### config.mk
export PLATFORM = sky130hd
export DESIGN_NAME = tile_addr_gen
export DESIGN_NICKNAME = d
export VERILOG_FILES = /design/src/rtl/tile_pkg.sv /design/src/rtl/tile_walk.sv /design/src/rtl/tile_wrap.sv /design/src/rtl/tile_addr_gen.sv
export SDC_FILE = /design/constraint.sdc
export NUM_CORES = 2
export LEC_CHECK = 0
export BUFFER_PORTS_ARGS = -buffer_cell sky130_fd_sc_hd__buf_2
export CAP_MARGIN = 30
export CORE_UTILIZATION = 58
export DETAILED_ROUTE_END_ITERATION = 7
export PLACE_DENSITY_LB_ADDON = 0.3
export SLEW_MARGIN = 20
export SYNTH_ARGS = -nofsm -noshare
export SYNTH_HDL_FRONTEND = slang
export SYNTH_SLANG_ARGS = --single-unit
### constraint.sdc
create_clock -name clk -period 163.9 [get_ports clk]
set_input_delay 32.78 -clock clk [delete_from_list [all_inputs] [get_ports clk]]
set_output_delay 32.78 -clock clk [all_outputs]
set_load 0.02 [all_outputs]
### src/rtl/tile_pkg.sv
package tile_pkg;
  localparam int TG_AXES = 2;

  typedef enum logic {
    ST_IDLE = 1'b0,
    ST_RUN  = 1'b1
  } tg_state_e;
endpackage

### src/rtl/tile_walk.sv
// Nested two-level index counter. It keeps running signed offsets on both
// array axes, so no multiplier is needed: idx0 steps fastest.
module tile_walk #(
  parameter int DIM_W  = 12,
  parameter int COEF_W = 8,
  parameter int ACC_W  = 22
) (
  input  logic                     clk,
  input  logic                     rst_n,
  input  logic                     load,
  input  logic                     step,
  input  logic [DIM_W-1:0]         ext0,
  input  logic [DIM_W-1:0]         ext1,
  input  logic signed [COEF_W-1:0] cx0,
  input  logic signed [COEF_W-1:0] cx1,
  input  logic signed [COEF_W-1:0] cy0,
  input  logic signed [COEF_W-1:0] cy1,
  output logic [DIM_W-1:0]         idx0,
  output logic [DIM_W-1:0]         idx1,
  output logic signed [ACC_W-1:0]  off_x,
  output logic signed [ACC_W-1:0]  off_y,
  output logic                     wrap
);
  import tile_pkg::*;

  logic last0, last1;
  logic signed [COEF_W-1:0] c_in [TG_AXES];
  logic signed [COEF_W-1:0] c_out[TG_AXES];
  logic signed [ACC_W-1:0]  base_q[TG_AXES];
  logic signed [ACC_W-1:0]  off_q [TG_AXES];

  assign last0 = (idx0 == ext0 - DIM_W'(1));
  assign last1 = (idx1 == ext1 - DIM_W'(1));
  assign wrap  = last0 && last1;

  assign c_in[0]  = cx0;
  assign c_in[1]  = cy0;
  assign c_out[0] = cx1;
  assign c_out[1] = cy1;

  always_ff @(posedge clk) begin
    if (!rst_n || load) begin
      idx0 <= '0;
      idx1 <= '0;
    end else if (step) begin
      if (last0) begin
        idx0 <= '0;
        idx1 <= last1 ? '0 : idx1 + DIM_W'(1);
      end else begin
        idx0 <= idx0 + DIM_W'(1);
      end
    end
  end

  for (genvar a = 0; a < TG_AXES; a++) begin : g_axis
    always_ff @(posedge clk) begin
      if (!rst_n || load) begin
        base_q[a] <= '0;
        off_q[a]  <= '0;
      end else if (step) begin
        if (last0) begin
          if (last1) begin
            base_q[a] <= '0;
            off_q[a]  <= '0;
          end else begin
            base_q[a] <= base_q[a] + ACC_W'(c_out[a]);
            off_q[a]  <= base_q[a] + ACC_W'(c_out[a]);
          end
        end else begin
          off_q[a] <= off_q[a] + ACC_W'(c_in[a]);
        end
      end
    end
  end

  assign off_x = off_q[0];
  assign off_y = off_q[1];

  AST_WRAP_RESTART: assert property (@(posedge clk) disable iff (!rst_n)
    (step && !load && wrap) |=> (idx0 == '0 && idx1 == '0 && off_x == '0 && off_y == '0));
endmodule

### src/rtl/tile_wrap.sv
// One axis: origin + repetition offset + pattern offset, reduced to [0, shape).
module tile_wrap #(
  parameter int DIM_W = 12,
  parameter int ACC_W = 22,
  parameter int SUM_W = 24
) (
  input  logic [DIM_W-1:0]        org,
  input  logic signed [ACC_W-1:0] rep_off,
  input  logic signed [ACC_W-1:0] pat_off,
  input  logic [DIM_W-1:0]        shape,
  output logic [DIM_W-1:0]        coord
);
  logic signed [SUM_W-1:0] org_s, shape_s, sum, rem, fixd;
  logic unused_hi;

  assign org_s   = $signed({{(SUM_W-DIM_W){1'b0}}, org});
  assign shape_s = $signed({{(SUM_W-DIM_W){1'b0}}, shape});
  assign sum     = org_s + SUM_W'(rep_off) + SUM_W'(pat_off);

  always_comb begin
    if (shape == '0) rem = '0;
    else             rem = sum % shape_s;
    fixd = (rem < 0) ? rem + shape_s : rem;
  end

  assign coord     = fixd[DIM_W-1:0];
  assign unused_hi = ^fixd[SUM_W-1:DIM_W];
endmodule

### src/rtl/tile_addr_gen.sv
module tile_addr_gen #(
  parameter int DIM_W  = 12,
  parameter int COEF_W = 8
) (
  input  logic                     clk,
  input  logic                     rst_n,
  input  logic                     start,
  input  logic [DIM_W-1:0]         arr_w,
  input  logic [DIM_W-1:0]         arr_h,
  input  logic [DIM_W-1:0]         pat_w,
  input  logic [DIM_W-1:0]         pat_h,
  input  logic [DIM_W-1:0]         rep_w,
  input  logic [DIM_W-1:0]         rep_h,
  input  logic [DIM_W-1:0]         org_x,
  input  logic [DIM_W-1:0]         org_y,
  input  logic signed [COEF_W-1:0] fit_xi,
  input  logic signed [COEF_W-1:0] fit_xj,
  input  logic signed [COEF_W-1:0] fit_yi,
  input  logic signed [COEF_W-1:0] fit_yj,
  input  logic signed [COEF_W-1:0] pav_xi,
  input  logic signed [COEF_W-1:0] pav_xj,
  input  logic signed [COEF_W-1:0] pav_yi,
  input  logic signed [COEF_W-1:0] pav_yj,
  output logic                     busy,
  output logic                     done,
  output logic                     out_valid,
  input  logic                     out_ready,
  output logic [2*DIM_W-1:0]       out_addr,
  output logic                     out_first,
  output logic                     out_last,
  output logic [DIM_W-1:0]         out_rep_i,
  output logic [DIM_W-1:0]         out_rep_j
);
  import tile_pkg::*;

  localparam int ACC_W  = DIM_W + COEF_W + 2;
  localparam int SUM_W  = ACC_W + 2;
  localparam int ADDR_W = 2 * DIM_W;

  tg_state_e state_q;
  logic      done_q;
  logic      capture, zero_dim, hs;

  logic [DIM_W-1:0] arr_w_q, arr_h_q, pat_w_q, pat_h_q, rep_w_q, rep_h_q;
  logic [DIM_W-1:0] org_x_q, org_y_q;
  logic signed [COEF_W-1:0] fxi_q, fxj_q, fyi_q, fyj_q;
  logic signed [COEF_W-1:0] pxi_q, pxj_q, pyi_q, pyj_q;

  logic [DIM_W-1:0] pat_i, pat_j;
  logic signed [ACC_W-1:0] pat_ox, pat_oy, rep_ox, rep_oy;
  logic pat_wrap, rep_wrap;

  logic [DIM_W-1:0]        org_a  [TG_AXES];
  logic [DIM_W-1:0]        shp_a  [TG_AXES];
  logic signed [ACC_W-1:0] rofs_a [TG_AXES];
  logic signed [ACC_W-1:0] pofs_a [TG_AXES];
  logic [DIM_W-1:0]        crd_a  [TG_AXES];

  assign busy      = (state_q == ST_RUN);
  assign out_valid = busy;
  assign done      = done_q;
  assign hs        = out_valid && out_ready;
  assign capture   = !busy && start;
  assign zero_dim  = (arr_w == '0) || (arr_h == '0) || (pat_w == '0) ||
                     (pat_h == '0) || (rep_w == '0) || (rep_h == '0);

  // Control: job sequencing and end-of-job pulse
  always_ff @(posedge clk) begin
    if (!rst_n) begin
      state_q <= ST_IDLE;
      done_q  <= 1'b0;
    end else begin
      done_q <= 1'b0;
      case (state_q)
        ST_IDLE: if (start) begin
          if (zero_dim) done_q  <= 1'b1;
          else          state_q <= ST_RUN;
        end
        ST_RUN: if (hs && pat_wrap && rep_wrap) begin
          state_q <= ST_IDLE;
          done_q  <= 1'b1;
        end
        default: state_q <= ST_IDLE;
      endcase
    end
  end

  // Configuration snapshot, taken only when a job is accepted
  always_ff @(posedge clk) begin
    if (!rst_n) begin
      arr_w_q <= '0; arr_h_q <= '0; pat_w_q <= '0; pat_h_q <= '0;
      rep_w_q <= '0; rep_h_q <= '0; org_x_q <= '0; org_y_q <= '0;
      fxi_q <= '0; fxj_q <= '0; fyi_q <= '0; fyj_q <= '0;
      pxi_q <= '0; pxj_q <= '0; pyi_q <= '0; pyj_q <= '0;
    end else if (capture) begin
      arr_w_q <= arr_w; arr_h_q <= arr_h; pat_w_q <= pat_w; pat_h_q <= pat_h;
      rep_w_q <= rep_w; rep_h_q <= rep_h; org_x_q <= org_x; org_y_q <= org_y;
      fxi_q <= fit_xi; fxj_q <= fit_xj; fyi_q <= fit_yi; fyj_q <= fit_yj;
      pxi_q <= pav_xi; pxj_q <= pav_xj; pyi_q <= pav_yi; pyj_q <= pav_yj;
    end
  end

  tile_walk #(.DIM_W(DIM_W), .COEF_W(COEF_W), .ACC_W(ACC_W)) u_pat (
    .clk(clk), .rst_n(rst_n), .load(capture), .step(hs),
    .ext0(pat_w_q), .ext1(pat_h_q),
    .cx0(fxi_q), .cx1(fxj_q), .cy0(fyi_q), .cy1(fyj_q),
    .idx0(pat_i), .idx1(pat_j), .off_x(pat_ox), .off_y(pat_oy), .wrap(pat_wrap)
  );

  tile_walk #(.DIM_W(DIM_W), .COEF_W(COEF_W), .ACC_W(ACC_W)) u_rep (
    .clk(clk), .rst_n(rst_n), .load(capture), .step(hs && pat_wrap),
    .ext0(rep_w_q), .ext1(rep_h_q),
    .cx0(pxi_q), .cx1(pxj_q), .cy0(pyi_q), .cy1(pyj_q),
    .idx0(out_rep_i), .idx1(out_rep_j), .off_x(rep_ox), .off_y(rep_oy), .wrap(rep_wrap)
  );

  assign org_a[0]  = org_x_q;  assign org_a[1]  = org_y_q;
  assign shp_a[0]  = arr_w_q;  assign shp_a[1]  = arr_h_q;
  assign rofs_a[0] = rep_ox;   assign rofs_a[1] = rep_oy;
  assign pofs_a[0] = pat_ox;   assign pofs_a[1] = pat_oy;

  for (genvar a = 0; a < TG_AXES; a++) begin : g_wrap
    tile_wrap #(.DIM_W(DIM_W), .ACC_W(ACC_W), .SUM_W(SUM_W)) u_wrap (
      .org(org_a[a]), .rep_off(rofs_a[a]), .pat_off(pofs_a[a]),
      .shape(shp_a[a]), .coord(crd_a[a])
    );
  end

  assign out_addr  = ADDR_W'(crd_a[1]) * ADDR_W'(arr_w_q) + ADDR_W'(crd_a[0]);
  assign out_first = (pat_i == '0) && (pat_j == '0);
  assign out_last  = pat_wrap;

  AST_HOLD_BEAT: assert property (@(posedge clk) disable iff (!rst_n)
    (out_valid && !out_ready) |=> (out_valid && $stable(out_addr) && $stable(out_first) && $stable(out_rep_i) && $stable(out_rep_j)));
  AST_ADDR_INSIDE: assert property (@(posedge clk) disable iff (!rst_n)
    out_valid |-> (out_addr < ADDR_W'(arr_w_q) * ADDR_W'(arr_h_q)));
  AST_REP_BOUND: assert property (@(posedge clk) disable iff (!rst_n)
    out_valid |-> (out_rep_i < rep_w_q && out_rep_j < rep_h_q));
  AST_DONE_PULSE: assert property (@(posedge clk) disable iff (!rst_n)
    done |=> !done);
  AST_DONE_QUIET: assert property (@(posedge clk) disable iff (!rst_n)
    done |-> (!out_valid && !busy));
  AST_CFG_FROZEN: assert property (@(posedge clk) disable iff (!rst_n)
    busy |=> (!busy || ($stable(arr_w_q) && $stable(pat_w_q) && $stable(rep_h_q) && $stable(fxi_q) && $stable(pyj_q))));
endmodule

## Yosys cells after proc, flatten, opt, wreduce, memory -nomap -nowiden

Memory sizes are Yosys's and may differ from the RTL's.
Index checks and enable logic that the tools add are counted.

- Register bits after elaboration: 210
- Memory bits (writable): 176
- Input port bits: 164
- Output and inout bits: 53
- Word-level logic and storage cells: 172
- Memories: 4

Memories:

| memory | words | width | read ports | clocked after Yosys merged registers in | wr ports | RTL line | source |
|---|---|---|---|---|---|---|---|
| u_pat.base_q | 2 | 22 | 2 | 0 | 2 | tile_walk.sv:29 | `logic signed [ACC_W-1:0] base_q[TG_AXES];` |
| u_pat.off_q | 2 | 22 | 2 | 0 | 2 | tile_walk.sv:30 | `logic signed [ACC_W-1:0] off_q [TG_AXES];` |
| u_rep.base_q | 2 | 22 | 2 | 0 | 2 | tile_walk.sv:29 |  |
| u_rep.off_q | 2 | 22 | 2 | 0 | 2 | tile_walk.sv:30 |  |

- $add $sub $neg: 23
- Multipliers: 1
- Div/mod/pow operators: 2
- Magnitude comparators: 2
- Equality and inequality tests: 4
- Mux-type cells: 66
- Bitwise operators: 21
- Reductions and logical operators: 27

Operators with widths:

| cell | count |
|---|---|
| 22-bit 2-to-1 mux | 20 |
| 22-bit by 8-bit adder with 22-bit output | 8 |
| 12-bit logical NOT | 10 |
| 12-bit 2-to-1 mux | 6 |
| 12-bit by 1-bit adder with 12-bit output (second input constant) | 4 |
| 23-bit by 22-bit adder with 24-bit output | 2 |
| 12-bit equality test | 4 |
| 24-bit by 1-bit less-than comparator with 1-bit output (second input constant) | 2 |
| 24-bit by 13-bit modulo with 24-bit output | 2 |
| 24-bit 2-to-1 mux | 2 |
| 12-bit by 1-bit subtractor with 12-bit output (second input constant) | 4 |
| 13-bit by 22-bit adder with 23-bit output | 2 |
| 1-bit 2-to-1 mux | 36 |
| 12-bit adder | 2 |
| 24-bit by 12-bit adder with 24-bit output | 1 |
| 12-bit by 12-bit multiplier with 24-bit output | 1 |
| 1-bit OR | 20 |
| 1-bit logical AND | 7 |
| 1-bit logical OR | 6 |
| 1-bit case mux with 2 select lines | 2 |
| 2-bit AND reduction | 2 |
| 1-bit logical NOT | 2 |
| 1-bit inverter | 1 |

## Depth between registers and ports, before layout

- Depth in word-level cells: 10
- Gate-level depth with buffers: 389
- Depth with buffers taken out: 363

## Hierarchy

From an unflattened synthesis, not the netlist that was laid out.

- Cells, all modules: 8174
- Area, all modules: 63753.6 sq um

By module, submodules not included:

| module | times used | cells each | area each (sq um) |
|---|---|---|---|
| tile_wrap (g_wrap[0].u_wrap) | 1 | 2436 | 17266.6 |
| tile_wrap (g_wrap[1].u_wrap) | 1 | 2437 | 17112.7 |
| tile_addr_gen | 1 | 1374 | 11424.7 |
| tile_walk (u_rep) | 1 | 974 | 9058.7 |
| tile_walk (u_pat) | 1 | 953 | 8891.0 |

## Least setup slack after synthesis

OpenSTA, ideal clock, no wires.

- Path kind: register to output
- From: memory u_pat.off_q[0][1]
- To: output out_addr[23]
- Arrival time: 74.682 ns
- Data required time: 131.120 ns
- Slack: 56.438 ns
- Stages on the path, launching flop included: 378
- Buffers on the path: 36
- Cell sequence: edfxtp_1 > fa_1 > ha_1 > inv_1 > fa_1 > nor2b_1 > o21a_1 > o21ai_1 > a2111oi_2 > o211ai_1 > a21boi_1 > a31o_2 > clkbuf_1 > clkbuf_1 > buf_1 > nor2_1 > xnor2_1 > inv_1 > [... 342 more ...] > inv_1 > fa_1 > inv_1 > ha_1 > inv_1 > o21bai_1 > a21oi_1 > o21bai_1 > a21oi_1 > o21bai_1 > a21oi_1 > o21bai_1 > a21oi_1 > o21bai_1 > a21oi_1 > o21bai_1 > a21oi_1 > xnor2_1

RTL lines:

| what | RTL line | source |
|---|---|---|
| start: declaration | tile_walk.sv:30 |  |
| end: declaration | tile_addr_gen.sv:28 | `output logic [2*DIM_W-1:0] out_addr,` |

==> flow_summary.ini <==
[outcome]
outcome = finished, final reports clean

[synthesis]
synthMuxAreaShare_pct = 3.63
synth_nets = 8846
postSynthCellCount = 7753
synth_area_mm2 = 0.0607
synth_compound_area_share_pct = 25.3
synthFlopType = dfxtp_1
synth_cell_types = 131
async_flop_share_pct = 0
avgSynthCellArea_um2 = 7.83
yosys_warnings = 0
yosys.area_share.adder_pct = 21.1
ys_seq_elements = 386
synth_xor_xnor_area_share_pct = 8.01
synth_top_family_by_area = compound AO/OA/AOI/OAI gates
synthSimpleGateAreaFrac_pct = 21.8
seq_area_frac_synth_pct = 15.6
synth_edf_count = 176

[drt]
vias = 59100
vias_per_cell = 6.38
finalWirelength_um = 182000
wl_per_cell_um = 19.6
dr.pass1.iters = 7
first_iter_violations = 5126
antenna_left = 0
drc = 0

[hold_path]
min_path_type = reg2reg
holdPathEnd = pyj_q[5]
whs_path_depth = 2
hp-start = pyj_q[5]

[cells_and_area]
area_delta_synth_final_pct = 6.69
layout_commonest_cell = nand2_1
fin_area_mm2 = 0.0647
fill_cells = 9211
post-route-util_pct = 62.5
final_cell_mix = 808 x nand2_1, 780 x ha_1, 629 x nor2_1
layout-drive-gt1-share_pct = 8.55
fin_nets = 8945

[clocking]
clkLatencyLatePin_ns = 0.56
cts_setup_buffers = 0
postCtsHoldBufs = 0
htree_levels = 2
clock-sinks = 386
cts.clk_slew.worst_paths_ns = 0.08
cts_tree = yes
numCtsBuffers = 36
ctsResizeCount = 0
cts-root-buf = clkbuf_16
cts_buffer_depth = 3

[timing]
post-route-min-period_ns = 117.35
fin_crit_sh_pct = 71.6
fmax_mhz = 8.52
fin_skew_ns = 0.0165
setup_violations = 0
worstMarginPinSlew_ns = 1.09
maxSlewViolCount = 0
max-slew-margin-rel_pct = 26.9
setup_tns_ns = 0
hold_viol_final = 0
rsz0062_at_grt = false

[floorplan]
io_pins = 217
die-area_mm2 = 0.106
core_mm2 = 0.104
dieHeight_um = 325
rows = 118
die_width_um = 325
initial_utilization_pct = 58.6

[setup_path]
worstSetupPathType = reg2out
startpoint_type = flop
ff2ff_path_depth = 24
rr_endpoint = u_rep.off_q[0][21]
cp_slowest_cell = a221oi_1
required_ns = 131.12
cp.arrival_ns = 84.57
reg2reg_from = u_rep.base_q[0][1]
crit_fanout = 38
cp-end-kind = output port
crit_top_cell = o21a_1
slowest_delay_ns = 0.87
r2r_setup_slack_ns = 158.81

[placed_design]
gp_congestion = 0.975
hpwl_um = 142000
io_buffers = 216
placed_area_mm2 = 0.0633

[global_routing]
gr-total-overflow = 0
grt_pass1_vias = 56200
grt_use_total_pct = 33.3
grt_pass1_wl_um = 293000
grt_max_degree = 97
grt_antenna_before_repair = 4

[job]
maxCapViolations = 0
-- cells by family (layout without fill, tap and decap cells) --
| kind of cell | count (synthesis) | after routing |
|---|---|---|
| multiplexers | 205 | 205 |
| AND/OR/NAND/NOR | 2721 | 2721 |
| buffers and inverters | 720 | 847 |
| flip-flops | 386 | 386 |
| AO/OA/AOI/OAI | 2233 | 2233 |
| XOR/XNOR | 554 | 554 |
| adder cells (fa/ha/maj) | 934 | 934 |
| other | 0 | 2 |
-- worst max-delay path: cells and delay by family (launching register included) --
family | cells | cell delay [ns]
AND/OR/NAND/NOR | 58 | 14.05
multiplexers | 9 | 2.95
XOR/XNOR | 3 | 0.65
buffers and inverters | 24 | 4.29
adder cells (fa/ha/maj) | 32 | 11.01
flip-flops | 1 | 0.45
AO/OA/AOI/OAI | 222 | 50.45
-- state kept, by name (all words and copies together) (netlist names), 44 cells and up --
name          count
u_rep.base_q     44
u_rep.off_q      44
u_pat.off_q      44
u_pat.base_q     44
-- Yosys cell counts (all sizes together) (21+ instances only) --
cell type	instances	area, um2
or3	73	467
nand2	811	3050
and2	98	621
fa	149	2980
nand3	162	811
and3	56	355
or4	31	244
a21o	187	1400
xor2	182	1590
o21bai	194	1460
o22ai	49	307
dfxtp	210	4200
xnor2	372	3270
o31ai	128	980
a31o	21	184
edfxtp	176	5290
nor2	631	2380
o211ai	41	308
nor3b	21	163
nor3	347	1760
nand3b	21	158
a31oi	68	438
ha	780	9760
a21oi	508	2580
nand4	101	666
or2	64	400
mux2i	92	932
a21boi	175	1310
o21a	264	1980
nand2b	96	601
nor2b	49	307
a211o	26	229
a211oi	49	413
o21ai	286	1450
buf	60	298
nor4	104	712
clkbuf	202	758
mux2	113	1270
inv	450	1690
-- how the worst max path moves through the flow --
stage,start,endpoint,slack (ns),cells past startpoint
finish,u_pat.off_q[0][2],out_addr[23],46.55,348
global route,u_pat.off_q[0][2],out_addr[23],39.80,349
CTS,u_pat.off_q[0][2],out_addr[23],47.74,348
detailed placement,u_pat.off_q[0][2],out_addr[23],48.71,348
global placement,u_pat.off_q[0][1],out_addr[23],49.37,351
floorplan,u_pat.off_q[0][1],out_addr[23],56.44,377
-- stage by stage --
step | hold WS (ns) | worst slack (ns) | instances
detailed placement | 0.464 | 48.71 | 9183
CTS | 0.477 | 47.74 | 9249
global placement | 0.461 | 49.37 | 9178
floorplan | 0.443 | 56.44 | 7753
finish | 0.476 | 46.55 | 9262
global route | 0.499 | 39.80 | 9262
-- layer usage --
metal | GRT usage (%) | wire length, um | up-vias
li1 | - | - | 28500
met1 | 45.9 | 80400 | 27900
met2 | 53.9 | 81200 | 2306
met3 | 3.82 | 14300 | 329
met4 | 10.7 | 5950 | 0
met5 | 0 | 0 | -
-- area by class of cell --
| cell class | count | area (um2) | share of cell area (%) |
|---|---|---|---|
| inverters | 458 | 1720 | 2.66 |
| flip-flops and latches | 386 | 9490 | 14.7 |
| clock inverters | 24 | 362 | 0.558 |
| multi-input cells | 6647 | 48500 | 74.9 |
| repair buffers | 323 | 1950 | 3.01 |
| well taps | 1380 | 1730 | 2.67 |
| diodes | 2 | 5.00 | 0.00773 |
| clock buffers | 42 | 985 | 1.52 |
Power is not shown: default switching activity piles up to over one toggle a cycle in this logic, so the estimate is an artifact.
